## src/rtl/irq_stat_pkg.sv

```systemverilog
package irq_stat_pkg;

    localparam int STAT_W   = 8;
    localparam int BIT_DLI  = 7;
    localparam int BIT_VBI  = 6;
    localparam int BIT_RKEY = 5;

    typedef enum logic {
        ADDR_ENABLE  = 1'b0,
        ADDR_STATRST = 1'b1
    } reg_addr_e;

    typedef struct packed {
        logic dli;
        logic vbi;
        logic rkey;
    } irq_evt_t;

    typedef struct packed {
        logic dli;
        logic vbi;
        logic rkey;
    } irq_flags_t;

    function automatic logic [STAT_W-1:0] pack_status(input irq_flags_t f);
        logic [STAT_W-1:0] v;
        v = '1;
        v[BIT_DLI]  = f.dli;
        v[BIT_VBI]  = f.vbi;
        v[BIT_RKEY] = f.rkey;
        return v;
    endfunction

endpackage

```

## src/rtl/dispirq_event.sv

```systemverilog
module dispirq_event
    import irq_stat_pkg::*;
#(
    parameter int HPOS_W   = 8,
    parameter int FIRE_POS = 8
) (
    input  logic              clk,
    input  logic              rst,
    input  logic [HPOS_W-1:0] hpos,
    input  logic              ir_load,
    input  logic              ir_dli,
    input  logic              row_last,
    input  logic              vblank_line,
    input  logic              rkey,
    output irq_evt_t          evt
);
    localparam logic [HPOS_W-1:0] FIRE_AT = HPOS_W'(FIRE_POS);

    logic fire;
    logic dli_arm;
    logic rkey_q;
    logic rkey_pend;
    logic rkey_rise;

    assign fire      = (hpos == FIRE_AT);
    assign rkey_rise = rkey & ~rkey_q;

    always_comb begin
        evt.vbi  = fire & vblank_line;
        evt.dli  = fire & dli_arm & row_last;
        evt.rkey = evt.vbi & (rkey_pend | rkey_rise);
    end

    always_ff @(posedge clk) begin
        if (rst) begin
            dli_arm   <= 1'b0;
            rkey_q    <= 1'b0;
            rkey_pend <= 1'b0;
        end else begin
            rkey_q <= rkey;
            if (ir_load)
                dli_arm <= ir_dli;
            if (evt.rkey)
                rkey_pend <= 1'b0;
            else if (rkey_rise)
                rkey_pend <= 1'b1;
        end
    end
endmodule

```

## src/rtl/dispirq_status.sv

```systemverilog
module dispirq_status
    import irq_stat_pkg::*;
(
    input  logic              clk,
    input  logic              rst,
    input  irq_evt_t          evt,
    input  logic              bus_wr,
    input  logic              bus_addr,
    input  logic [7:0]        bus_wdata,
    output logic [1:0]        en_q,
    output logic [STAT_W-1:0] stat_rdata,
    output logic              trig
);
    irq_flags_t flags;
    logic       wr_en_reg;
    logic       wr_clr;
    logic       unused_wbits;

    assign unused_wbits = ^bus_wdata[5:0];
    assign wr_en_reg    = bus_wr & (reg_addr_e'(bus_addr) == ADDR_ENABLE);
    assign wr_clr       = bus_wr & (reg_addr_e'(bus_addr) == ADDR_STATRST);

    // en_q[1] = display-list enable, en_q[0] = vertical-blank enable
    assign trig = (evt.vbi & en_q[0])
                | (evt.dli & ~evt.vbi & en_q[1])
                | evt.rkey;

    assign stat_rdata = pack_status(flags);

    always_ff @(posedge clk) begin
        if (rst) begin
            en_q  <= 2'b00;
            flags <= '0;
        end else begin
            if (wr_en_reg)
                en_q <= bus_wdata[7:6];
            if (wr_clr)
                flags <= '0;
            if (evt.vbi) begin
                flags.vbi <= 1'b1;
                flags.dli <= 1'b0;
            end else if (evt.dli) begin
                flags.dli <= 1'b1;
                flags.vbi <= 1'b0;
            end
            if (evt.rkey)
                flags.rkey <= 1'b1;
        end
    end
endmodule

```

## src/rtl/dispirq_pulse.sv

```systemverilog
module dispirq_pulse #(
    parameter int PULSE_LEN = 4
) (
    input  logic clk,
    input  logic rst,
    input  logic trig,
    output logic nmi_n
);
    localparam int CNT_W = $clog2(PULSE_LEN + 1);

    logic [CNT_W-1:0] cnt;

    assign nmi_n = (cnt == '0);

    always_ff @(posedge clk) begin
        if (rst)
            cnt <= '0;
        else if (trig)
            cnt <= CNT_W'(PULSE_LEN);
        else if (cnt != '0)
            cnt <= cnt - CNT_W'(1);
    end
endmodule

```

## src/rtl/dispirq_latch.sv

```systemverilog
module dispirq_latch
    import irq_stat_pkg::*;
#(
    parameter int HPOS_W    = 8,
    parameter int FIRE_POS  = 8,
    parameter int PULSE_LEN = 4
) (
    input  logic              clk,
    input  logic              rst,
    input  logic [HPOS_W-1:0] hpos,
    input  logic              ir_load,
    input  logic              ir_dli,
    input  logic              row_last,
    input  logic              vblank_line,
    input  logic              rkey,
    input  logic              bus_wr,
    input  logic              bus_addr,
    input  logic [7:0]        bus_wdata,
    output logic [7:0]        stat_rdata,
    output logic              nmi_n
);
    irq_evt_t   evt;
    logic [1:0] en_q;
    logic       trig;

    dispirq_event #(.HPOS_W(HPOS_W), .FIRE_POS(FIRE_POS)) u_evt (
        .clk(clk), .rst(rst), .hpos(hpos), .ir_load(ir_load), .ir_dli(ir_dli),
        .row_last(row_last), .vblank_line(vblank_line), .rkey(rkey), .evt(evt)
    );

    dispirq_status u_stat (
        .clk(clk), .rst(rst), .evt(evt), .bus_wr(bus_wr), .bus_addr(bus_addr),
        .bus_wdata(bus_wdata), .en_q(en_q), .stat_rdata(stat_rdata), .trig(trig)
    );

    dispirq_pulse #(.PULSE_LEN(PULSE_LEN)) u_pulse (
        .clk(clk), .rst(rst), .trig(trig), .nmi_n(nmi_n)
    );
endmodule

```

## config.mk

```make
export PLATFORM = sky130hd
export DESIGN_NAME = dispirq_latch
export DESIGN_NICKNAME = d
export VERILOG_FILES = /design/src/rtl/irq_stat_pkg.sv /design/src/rtl/dispirq_event.sv /design/src/rtl/dispirq_status.sv /design/src/rtl/dispirq_pulse.sv /design/src/rtl/dispirq_latch.sv
export SDC_FILE = /design/constraint.sdc
export NUM_CORES = 1
export LEC_CHECK = 0
export ABC_AREA = 1
export BUFFER_PORTS_ARGS = -buffer_cell sky130_fd_sc_hd__buf_2
export CAP_MARGIN = 10
export CORE_MARGIN = 2
export CORE_UTILIZATION = 37
export DETAILED_ROUTE_END_ITERATION = 8
export PLACE_DENSITY = 0.83
export SLEW_MARGIN = 30
export SYNTH_ARGS = -nofsm -noshare
export SYNTH_HDL_FRONTEND = slang
export SYNTH_HIERARCHICAL = 1
export SYNTH_SLANG_ARGS = --single-unit
```

## constraint.sdc

```tcl
create_clock -name clk -period 1.2 [get_ports clk]
set_clock_uncertainty 0.15 [all_clocks]
set_input_delay 0.3 -clock clk [delete_from_list [all_inputs] [get_ports clk]]
set_output_delay 0.3 -clock clk [all_outputs]
set_load 0.01 [all_outputs]
```

# Yosys cells after proc, flatten, opt, wreduce, memory -nomap -nowiden
# Index checks and enable logic that the tools add are counted.
dict set report totals {
  ramBits 0
  romBits 0
  out_inout_bits 9
  ff_bits 11
  wordCells 42
  inputBits 25
  latchBits 0
  mem_count 0
}
dict set report classes {
  magnitude_cmp 0
  n_bitwise 16
  n_addsub 1
  mul 0
  n_eq_ne 1
  reduce_logical 9
  n_mux 6
  n_shift 0
  n_div 0
}
# op n
set ops {}
lappend ops {{$and A1 B1 Y1} 10}
lappend ops {{$mux W3} 3}
lappend ops {{$eq A8 B4 Y1 const B} 1}
lappend ops {{$reduce_bool A2 Y1} 3}
lappend ops {{$reduce_bool A3 Y1} 2}
lappend ops {{$reduce_or A2 Y1} 3}
lappend ops {{$logic_not A3 Y1} 1}
lappend ops {{$not A1 Y1} 3}
lappend ops {{$or A1 B1 Y1} 3}
lappend ops {{$sub A3 B1 Y3 const B} 1}
lappend ops {{$mux W1} 2}
lappend ops {{$mux W2} 1}

# Depth between registers and ports, before layout
# Gate-level depths: netlist of the first run.
dict set report logic_depth {
  depth_word 8
  depth_mapped 13
  depth_no_buf 13
}

# Modules after synthesis
# Netlist of the first run, hierarchy kept.
# module cells_per_inst n_inst area_each_um2
set modules_own_cells {}
lappend modules_own_cells {dispirq_status 37 1 254.0}
lappend modules_own_cells {dispirq_pulse 26 1 175.2}
lappend modules_own_cells {dispirq_event 26 1 162.7}

# Worst setup path before layout of the first run
# OpenSTA, ideal clock, no wires.
dict set report synth_path {
  kind {input to register}
  startpoint {in hpos[1]}
  endpoint {reg u_pulse.cnt[0]}
  arrival_ps 1120
  path_slack_ps -134
  path_buffers 0
  cell_stages 11
  path_cell_list {nor2_1 nand2_1 nor2_2 nand2_2 inv_1 inv_1 nand3_1 nand2_1 nor2_1 o21ai_1 nor2_1}
}
# element line_no
set synth_rtl {}
lappend synth_rtl {{start: declaration} dispirq_latch.sv:10} ;# input logic [HPOS_W-1:0] hpos,
lappend synth_rtl {{end signal: assignment} dispirq_pulse.sv:19} ;# cnt <= CNT_W'(PULSE_LEN);
lappend synth_rtl {{end signal: assignment} dispirq_pulse.sv:21} ;# cnt <= cnt - CNT_W'(1);
lappend synth_rtl {{end: declaration} dispirq_pulse.sv:11} ;# logic [CNT_W-1:0] cnt;

# Final worst setup path of the first run
dict set report layout_path {
  startpoint {reg u_pulse.cnt[0]}
  endpoint {out nmi_n}
}
dict set report layout_via {
  elab_chain_cells 1
}
# element line_no
set layout_rtl {}
lappend layout_rtl {{$logic_not A3 Y1} dispirq_pulse.sv:13} ;# assign nmi_n = (cnt == '0);
lappend layout_rtl {{end: declaration} dispirq_latch.sv:20} ;# output logic nmi_n
# No other way between the ends.

==> reports/metrics.yaml, run 1 <==
detailed_routing:
  firstDrtPassIters: 4
  drt_iter0_drc: 4
  wirelength_met1_um: 457
  routed.top_layer: "met4"
  wl_met3_um: 93
  remaining_drc_errors: 0
  antenna_left: 0
  via_per_inst: 4.45
  routed_wl_um: 1240
  wl_per_cell_um: 8.96
  wl_met2_um: 661
  vias: 614
status:
  violations: "setup timing"
  status: "finished with violations"
power_and_ir_drop:
  cellPowerDensity_nw_per_um2: 1480
  finalPower_mw: 1.28
  power_leakage_nw: 0.449
  ir_drop_mv: 1.08
global_route:
  grt_usage: 0.153
  antenna_found_initial: 0
  grt_pass1_vias: 584
  grt_max_degree: 8
  grt_pass1_wl_um: 2150
  overflow: 0
floorplanning:
  fp.dieH_um: 44.0
  die_area_um2: 1940
  start_util: 0.393
  ios: 34
  die_w_um: 44.0
  rows: 14
  core-area_um2: 1510
placement:
  dp_hpwl_um: 942
  place_area_um2: 764
  port_buffers: 22
  gp_congestion: 0.715
  place_ws_ns: -0.374
yosys:
  synthSimpleGateAreaFrac: 0.290
  synthAdderAreaFrac: 0.0634
  synth_area_leaders: "dfxtp_1 (37%), inv_1 (12%), nor2_1 (12%)"
  ys_seq_area_frac: 0.372
  synthMuxAreaShare: 0
  synth-seq-cells: 11
  synth_top_area_share: 0.372
  yosysUniqueCellTypes: 15
  synth_top_family_by_area: "simple AND/OR/NAND/NOR gates"
  yosys_warnings: 6
  syn_area_per_cell_um2: 6.65
  synth-compound-area-share: 0.0846
  syn_area_um2: 592
  synth_area_leader_cell: "dfxtp_1"
  synthXorXnorAreaFrac: 0
  synthesis.instances: 89
setup_path:
  endpoint_kind: "output pin"
  path_max_fanout: 2
  required_ns: 0.75
  criticalPathCategory: "reg -> out"
  slowest_delay_ns: 0.33
  critPathTopFamily: "flip-flops"
  worst_ep_arrival_time_ns: 1.07
  crit_chain: "inv_2 -> ha_4 -> ha_4 -> buf_6"
  cp_num_buf_inv: 2
  cp-start-kind: "flip-flop"
  crit_top_cell: "ha_4"
  slowest_stage: "dfxtp_2"
clocking:
  cts_buffer_depth: 2
  clk_pin_slew_ns: 0.06
  ctsHtreeMaxLevel: 1
  clockRootBuffer: "clkbuf_4"
  cts_buffers: 3
  cts_tree: "built"
  clk_latency_ns: 0.27
  cts_sinks: 11
finish:
  final_nets: 151
  area_delta_synth_final_pct: 46.5
  n_antenna_cell: 0
  design_area_um2: 867
  finish.utilization: 0.576
  drive_gt1_frac: 0.475
sta:
  hold_ws_ns: 0.0645
  slew_viol_final: 0
  fmax_mhz: 657
  fin_crit_ns: 1.52
  hold_violations: 0
  finalSetupViolations: 4
  fin_ws_ns: -0.322
  rsz0062_at_grt: "yes"
  min_period_over_period: 1.27
flow_run:
  cap_violations: 0
worst_hold_path:
  hp-class: "in -> reg"
==> layout make-up <==
cell class | count | area, um^2
clock buffers | 4 | 26.3
fillers | 146 | 639
inverters | 19 | 78.8
multi-input cells | 58 | 337
flip-flops and latches | 11 | 226
well taps | 16 | 20.0
repair buffers | 30 | 179
==> metrics by stage <==
step / setup TNS (ns) / std cells
final: -0.784 / 138
after detailed placement: -1.84 / 131
after floorplan: -0.308 / 93
after global placement: -1.57 / 131
after CTS: -0.793 / 138
after global routing: -1.07 / 138
==> routing by layer <==
layer / up-vias / global-route usage
li1: 318 / -
met1: 273 / 0.154
met2: 18 / 0.265
met3: 5 / 0.0625
met4: 0 / 0.0848
met5: - / 0
==> cell usage after synthesis (all sizes together) <==
library cell / count
a21oi: 6
buf: 5
conb: 1
dfxtp: 11
ha: 3
inv: 19
nand2: 14
nand3: 2
nor2: 23
nor3: 1
o21ai: 4
==> layout by cell type, fill, tap and decap left out, types with 2 or more instances in the layout <==
master    netlist  routed
a21oi_1         6       6
buf_2           0      20
buf_4           5       9
clkbuf_4        0       3
conb_1          1       5
dfxtp_1        11       6
dfxtp_2         0       5
ha_4            0       2
inv_1          19      13
inv_2           0       5
nand2_1        13      12
nand2_2         1       2
nor2_1         19      16
nor2_2          3       4
nor2_4          1       3
o21ai_0         2       2
==> final timing paths <==
| path | cells after the start | from | slack (ns) | endpoint |
|---|---|---|---|---|
| worst max-delay path | 4 | u_pulse/cnt[0]$_SDFFE_PP0P_ | -0.32 | nmi_n |
| worst min-delay path | 2 | ir_load | 0.06 | u_evt/dli_arm$_SDFFE_PP0P_ |
| worst max register to register | 8 | u_pulse/cnt[0]$_SDFFE_PP0P_ | -0.20 | u_pulse/cnt[0]$_SDFFE_PP0P_ |
| worst min register to register | 2 | u_stat/stat_rdata[7]$_SDFFE_PP0P_ | 0.32 | u_stat/stat_rdata[7]$_SDFFE_PP0P_ |
==> sequential cells by signal, summed over array words and instances (netlist names) <==
name	flops
u_evt/rkey_q	1
u_stat/en_q	2
u_evt/dli_arm	1
u_evt/rkey_pend	1
u_pulse/cnt	3
u_stat/stat_rdata	3
==> cell families after synthesis <==
logic type | Yosys count
fa+ha+maj | 3
compound gates | 10
simple gates | 40
flops | 11
buf+inv | 24
other cells | 1
==> timing repair <==
action,in CTS,in global routing
endpoints found under the hold margin,0,0
endpoints found under the setup margin,4,10
pin swaps,4,8
setup buffers,3,0
resized for setup,8,11
hold buffers,0,0
==> power breakdown <==
| part | switching (mW) | internal (mW) | leakage, nW |
|---|---|---|---|
| clock network | 0.119 | 0.129 | 0.0150 |
| registers | 0.0296 | 0.420 | 0.0925 |
| logic | 0.271 | 0.311 | 0.342 |
| total | 0.420 | 0.860 | 0.449 |
Power figures use the tool's default switching activity.
==> run 2, diff against run 1 <==
- CORE_UTILIZATION: 37 -> 41
- PLACE_DENSITY: 0.83 -> 0.87
- clock period: 1.2 -> 1.5 ns (I/O delays scaled with it)
==> run 2 against run 1 <==
The run still ends with setup timing left. Combinational power decreased by 29%. Critical path depth stayed put. Via count down 5.5%. Worst setup slack improved by 0.22 ns. Hold slack improved by 0.072 ns. Routed wire length down 0.81%. First-iteration DRC count rose to 2.8 times the previous value. Utilization is 2.7 points higher.
==> reports/metrics.yaml, run 2 (synthesis gave the netlist of run 1 again) <==
global_route:
  grt_usage: 0.152  # -0.000525
  met1_usage: 0.140  # -0.0136
  grt_util_met2: 0.269  # +0.00404
  grt_max_degree: 8  # unchanged
  antenna_found_initial: 0  # unchanged
  grtUsageMet3: 0.0647  # +0.00216
  grt_pass1_vias: 563  # -3.6%
  grt_pass1_wl_um: 2050  # -4.5%
  overflow: 0  # unchanged
  grt-busiest-layer: "met2"
sta:
  fin_crit_ns: 1.60
  finalSetupViolations: 1  # -3
  slew_viol_final: 0  # unchanged
  hold_violations: 0  # unchanged
  min_period_over_period: 1.07
  rsz0062_at_grt: "yes"
  fin_ws_ns: -0.103  # +0.219 ns
  fmax_mhz: 624
power_and_ir_drop:
  netSwitchingFraction: 0.334  # +0.00644
  p_int_mw: 0.649  # -25%
  cellPowerDensity_nw_per_um2: 1230  # -17%
  ir_drop_mv: 0.723  # -33%
  power_leakage_nw: 0.426  # -5.2%
  p_clk_frac: 0.210  # +0.017
  finalPower_mw: 0.975  # -24%
  switchingPower_mw: 0.326  # -22%
  seqPwrFrac: 0.366  # +0.015
  combPwrFrac: 0.423  # -0.032
detailed_routing:
  drt_iter0_drc: 11  # +7
  routed_wl_um: 1230  # -0.81%
  wl_per_cell_um: 9.22  # +2.9%
  firstDrtPassIters: 4  # unchanged
  vias: 580  # -5.5%
  remaining_drc_errors: 0  # unchanged
  via_per_inst: 4.36  # -2.0%
  antenna_left: 0  # unchanged
clocking:
  cts_buffer_depth: 2  # unchanged
  clockRootBuffer: "clkbuf_4"
  clk_latency_ns: 0.27  # about the same
  postCtsHoldBufs: 0  # unchanged
  cts_tree: "built"
  clk_pin_slew_ns: 0.07  # about the same
  cts_buffers: 3  # unchanged
  cts_sinks: 11  # unchanged
  ctsHtreeMaxLevel: 1  # unchanged
floorplanning:
  fp.dieH_um: 42.0  # -4.6%
  die_area_um2: 1760  # -8.9%
  rows: 13  # -1
  ios: 34  # unchanged
  die_w_um: 42.0  # -4.6%
  core-area_um2: 1320  # -13%
  start_util: 0.449  # +0.0563
finish:
  design_area_um2: 793  # -8.5%
  layout_commonest_cell: "buf_2"
  final_nets: 147  # -2.6%
  finish.utilization: 0.602  # +0.0265
  drive_gt1_frac: 0.356  # -0.119
  n_antenna_cell: 0  # unchanged
  layout_common_cells: "buf_2 (21), nor2_1 (18), inv_1 (17), nand2_1 (12), dfxtp_1 (9)"
  finalNonFillerCells: 133  # -3.6%
  area_delta_synth_final_pct: 34.0
status:
  status: "finished with violations"
  violations: "setup timing"
placement:
  port_buffers: 22  # unchanged
  place_area_um2: 721  # -5.7%
  gp_congestion: 0.750  # +4.9%
  dp_cells: 128  # -2.3%
  dp_hpwl_um: 921  # -2.2%
  place_ws_ns: -0.139  # +0.235 ns
setup_path:
  required_ns: 0.97  # +0.22 ns
  cp-start-kind: "flip-flop"
  worst_ep_arrival_time_ns: 1.08  # about the same
  endpoint_kind: "output pin"
  criticalPathCategory: "reg -> out"
  path_max_fanout: 2  # unchanged
flow_run:
  cap_violations: 0  # unchanged
worst_hold_path:
  hp-class: "in -> reg"
[run 2: worst paths after layout]
| kind | from | slack [ns] | depth (start not counted) | endpoint |
|---|---|---|---|---|
| setup / recovery | u_pulse/cnt[0]$_SDFFE_PP0P_ | -0.10 | 4 | nmi_n |
| hold / removal | ir_load | 0.14 | 2 | u_evt/dli_arm$_SDFFE_PP0P_ |
| hold reg to reg | u_stat/stat_rdata[7]$_SDFFE_PP0P_ | 0.34 | 2 | u_stat/stat_rdata[7]$_SDFFE_PP0P_ |
| setup reg to reg | u_pulse/cnt[0]$_SDFFE_PP0P_ | 0.06 | 9 | u_pulse/cnt[2]$_SDFFE_PP0P_ |
[run 2: final cells by class]
cell class	count	area, um^2
Clock buffer	4	26.3
Sequential cell	11	223
Inverter	19	71.3
Timing Repair Buffer	26	146
Multi-Input combinational cell	58	308
Tap cell	15	18.8
Fill cell	118	524
[run 2: through the flow]
step / setup TNS [ns] / hold WS [ns]
3_5_place_dp: -0.386 / 0.304
5_1_grt: -0.138 / 0.123
3_3_place_gp: -0.255 / 0.299
6_report: -0.103 / 0.136
2_1_floorplan: 0 / 0.294
4_1_cts: -0.0985 / 0.133
[run 2: power by group through the flow]
stage                     Sequential [mW]  Combinational (mW)  Clock (mW)
final                               0.357               0.413       0.205
after global routing                0.362               0.461       0.225
after CTS                           0.357               0.380       0.206
after detailed placement            0.353               0.285           0
after global placement              0.351               0.263           0
after floorplan                     0.349               0.190           0
[run 2: critical path, stage by stage, from the launching register on]
cell and delay, ns:
dfxtp_2 0.34, inv_2 0.05, ha_4 0.16, ha_4 0.15
buf_6 0.11
[run 2: repair_timing]
item | CTS | global route
setup buffers | 0 | 1
gates resized for setup | 9 | 2
cloned | 0 | 0
pin swaps | 1 | 4
setup endpoints to repair | 1 | 3
[run 2: metal layers]
metal,part of all wire,vias to the layer above
li1,-,310
met1,0.42,249
met2,0.52,19
met3,0.055,2
met4,0.0090,0
met5,0,-
==> run 3, diff against run 2 <==
- SETUP_SLACK_MARGIN: unset -> 0.02
==> run 3 against run 2 <==
The flow still finishes with violations (setup timing). Routed wire length up 0.90%. Die area unchanged. Combinational power up 2%. Cell count unchanged. Critical path depth unchanged. First-iteration DRC count unchanged. Register-to-register slack about the same. Critical path type unchanged. Largest cell class unchanged.
==> reports/metrics.yaml, run 3 (synthesis gave the netlist of run 1 again) <==
finish:
  layout_commonest_cell: "buf_2"
  design_area_um2: 801  # +0.95%
  area_delta_synth_final_pct: 35.3
  n_antenna_cell: 0  # unchanged
  multi_input_area_um2: 315  # +2.4%
  final_nets: 147  # unchanged
  finalNonFillerCells: 133  # unchanged
  fillCellCount: 115  # -2.5%
  regArea_um2: 223  # unchanged
  drive_gt1_frac: 0.381  # +0.0254
  layout_common_cells: "buf_2 (21), nor2_1 (17), inv_1 (16), nand2_1 (12), dfxtp_1 (9)"
  finish.utilization: 0.608  # +0.00570
power_and_ir_drop:
  p_int_mw: 0.652  # +0.41%
  switchingPower_mw: 0.328  # +0.40%
  power_leakage_nw: 0.424  # -0.48%
  cellPowerDensity_nw_per_um2: 1220  # -0.53%
  seqPwrFrac: 0.365  # about the same
  finalPower_mw: 0.979  # +0.41%
  combPwrFrac: 0.431  # +0.008
  ir_drop_mv: 0.720  # -0.29%
  netSwitchingFraction: 0.334  # about the same
  p_clk_frac: 0.204  # -0.006
setup_path:
  crit_cells: 4  # unchanged
  criticalPathCategory: "reg -> out"
  slowest_delay_ns: 0.34  # about the same
  cp_num_buf_inv: 2  # unchanged
  r2r_slack_ns: 0.06  # about the same
  cp-start-kind: "flip-flop"
  path_max_fanout: 2  # unchanged
  required_ns: 0.97  # about the same
  critPathTopFamily: "flip-flops"
  crit_top_cell: "ha_4"
  r2r_cells: 9  # unchanged
  reg2reg_to: "u_pulse/cnt[2]$_SDFFE_PP0P_"
  worst_ep_arrival_time_ns: 1.07  # about the same
  crit_chain: "inv_2 -> ha_4 -> ha_4 -> buf_6"
  endpoint_kind: "output pin"
  slowest_stage: "dfxtp_2"
  rr_startpoint: "u_pulse/cnt[0]$_SDFFE_PP0P_"
floorplanning:
  rows: 13  # unchanged
  start_util: 0.449  # unchanged
  fp.dieH_um: 42.0  # unchanged
  die_area_um2: 1760  # unchanged
  ios: 34  # unchanged
  die_w_um: 42.0  # unchanged
  core-area_um2: 1320  # unchanged
clocking:
  cts_tree: "built"
  clockRootBuffer: "clkbuf_4"
  cts_buffer_depth: 2  # unchanged
  clk_pin_slew_ns: 0.07  # about the same
  clk_latency_ns: 0.26  # about the same
  cts_sinks: 11  # unchanged
  cts_buffers: 3  # unchanged
  ctsHtreeMaxLevel: 1  # unchanged
sta:
  hold_ws_ns: 0.139  # +0.00309 ns
  slew_viol_final: 0  # unchanged
  min_period_over_period: 1.07  # -0.00294
  fin_crit_ns: 1.60  # -0.00442 ns
  tns_ns: -0.0984  # +0.00442 ns
  hold_violations: 0  # unchanged
  finalSetupViolations: 1  # unchanged
  rsz0062_at_grt: "yes"
  fmax_mhz: 626  # +0.28%
  fin_ws_ns: -0.0984  # +0.00442 ns
placement:
  place_area_um2: 721  # unchanged
  dp_hpwl_um: 921  # unchanged
  gp_congestion: 0.750  # unchanged
  dp_cells: 128  # unchanged
  place_ws_ns: -0.139  # unchanged
  port_buffers: 22  # unchanged
worst_hold_path:
  hp-class: "in -> reg"
  worstHoldEndpoint: "u_evt/dli_arm$_SDFFE_PP0P_"
  hold_start: "ir_load"
  holdPathStages: 2  # unchanged
status:
  violations: "setup timing"
  status: "finished with violations"
flow_run:
  cap_violations: 0  # unchanged
detailed_routing:
  vias: 579  # -0.17%
  wl_per_cell_um: 9.30  # +0.90%
  via_per_inst: 4.35  # -0.17%
  firstDrtPassIters: 4  # unchanged
  antenna_left: 0  # unchanged
  drt_iter0_drc: 11  # unchanged
  routed_wl_um: 1240  # +0.90%
  remaining_drc_errors: 0  # unchanged
global_route:
  grtUsageMet3: 0.0647  # unchanged
  antenna_found_initial: 0  # unchanged
  grt_max_degree: 8  # unchanged
  grt_util_met2: 0.269  # unchanged
  met1_usage: 0.140  # unchanged
  grt_pass1_wl_um: 2050  # unchanged
  grt_usage: 0.152  # unchanged
  grt-busiest-layer: "met2"
  overflow: 0  # unchanged
  grt_pass1_vias: 563  # unchanged
## run 3: cell type report
| cell class | instances | share of cell area |
|---|---|---|
| sequential | 11 | 0.278 |
| timing repair buffer | 26 | 0.183 |
| inverter | 19 | 0.0891 |
| clock buffer | 4 | 0.0328 |
| multi-input combinational | 58 | 0.394 |
| tap | 15 | 0.0234 |
## run 3: worst max-delay path by stage
stage | to | startpoint | slack, ns
after global placement | u_pulse/cnt[0]$_SDFFE_PP0P_ | hpos[1] | -0.09
after global routing | nmi_n | u_pulse/cnt[1]$_SDFFE_PP0P_ | -0.14
after CTS | nmi_n | u_pulse/cnt[0]$_SDFFE_PP0P_ | -0.1
after floorplan | u_pulse/cnt[0]$_SDFFE_PP0P_ | hpos[1] | 0.09
final | nmi_n | u_pulse/cnt[0]$_SDFFE_PP0P_ | -0.1
after detailed placement | u_pulse/cnt[1]$_SDFFE_PP0P_ | hpos[1] | -0.14
## run 3: per-layer routing
layer | vias up | part of all wire | wire length, um
met2 | 25 | 0.51 | 632
met5 | - | 0 | 0
met3 | 4 | 0.065 | 80
met1 | 241 | 0.40 | 499
met4 | 0 | 0.020 | 25
li1 | 309 | - | -
## run 3: power by group through the flow
stage / combinational (mW) / clock [mW] / sequential, mW
2_1_floorplan: 0.190 / 0 / 0.349
3_3_place_gp: 0.263 / 0 / 0.351
5_1_grt: 0.468 / 0.225 / 0.363
4_1_cts: 0.380 / 0.206 / 0.357
3_5_place_dp: 0.285 / 0 / 0.353
6_report: 0.422 / 0.200 / 0.357
## run 3: repair_timing
| item | 4_1_cts | 5_1_grt |
|---|---|---|
| resized for setup | 9 | 5 |
| buffers inserted | 0 | 1 |
| gates cloned | 0 | 0 |
| hold buffers | 0 | 0 |
| endpoints found under the setup margin | 1 | 3 |
| pin swaps | 1 | 6 |
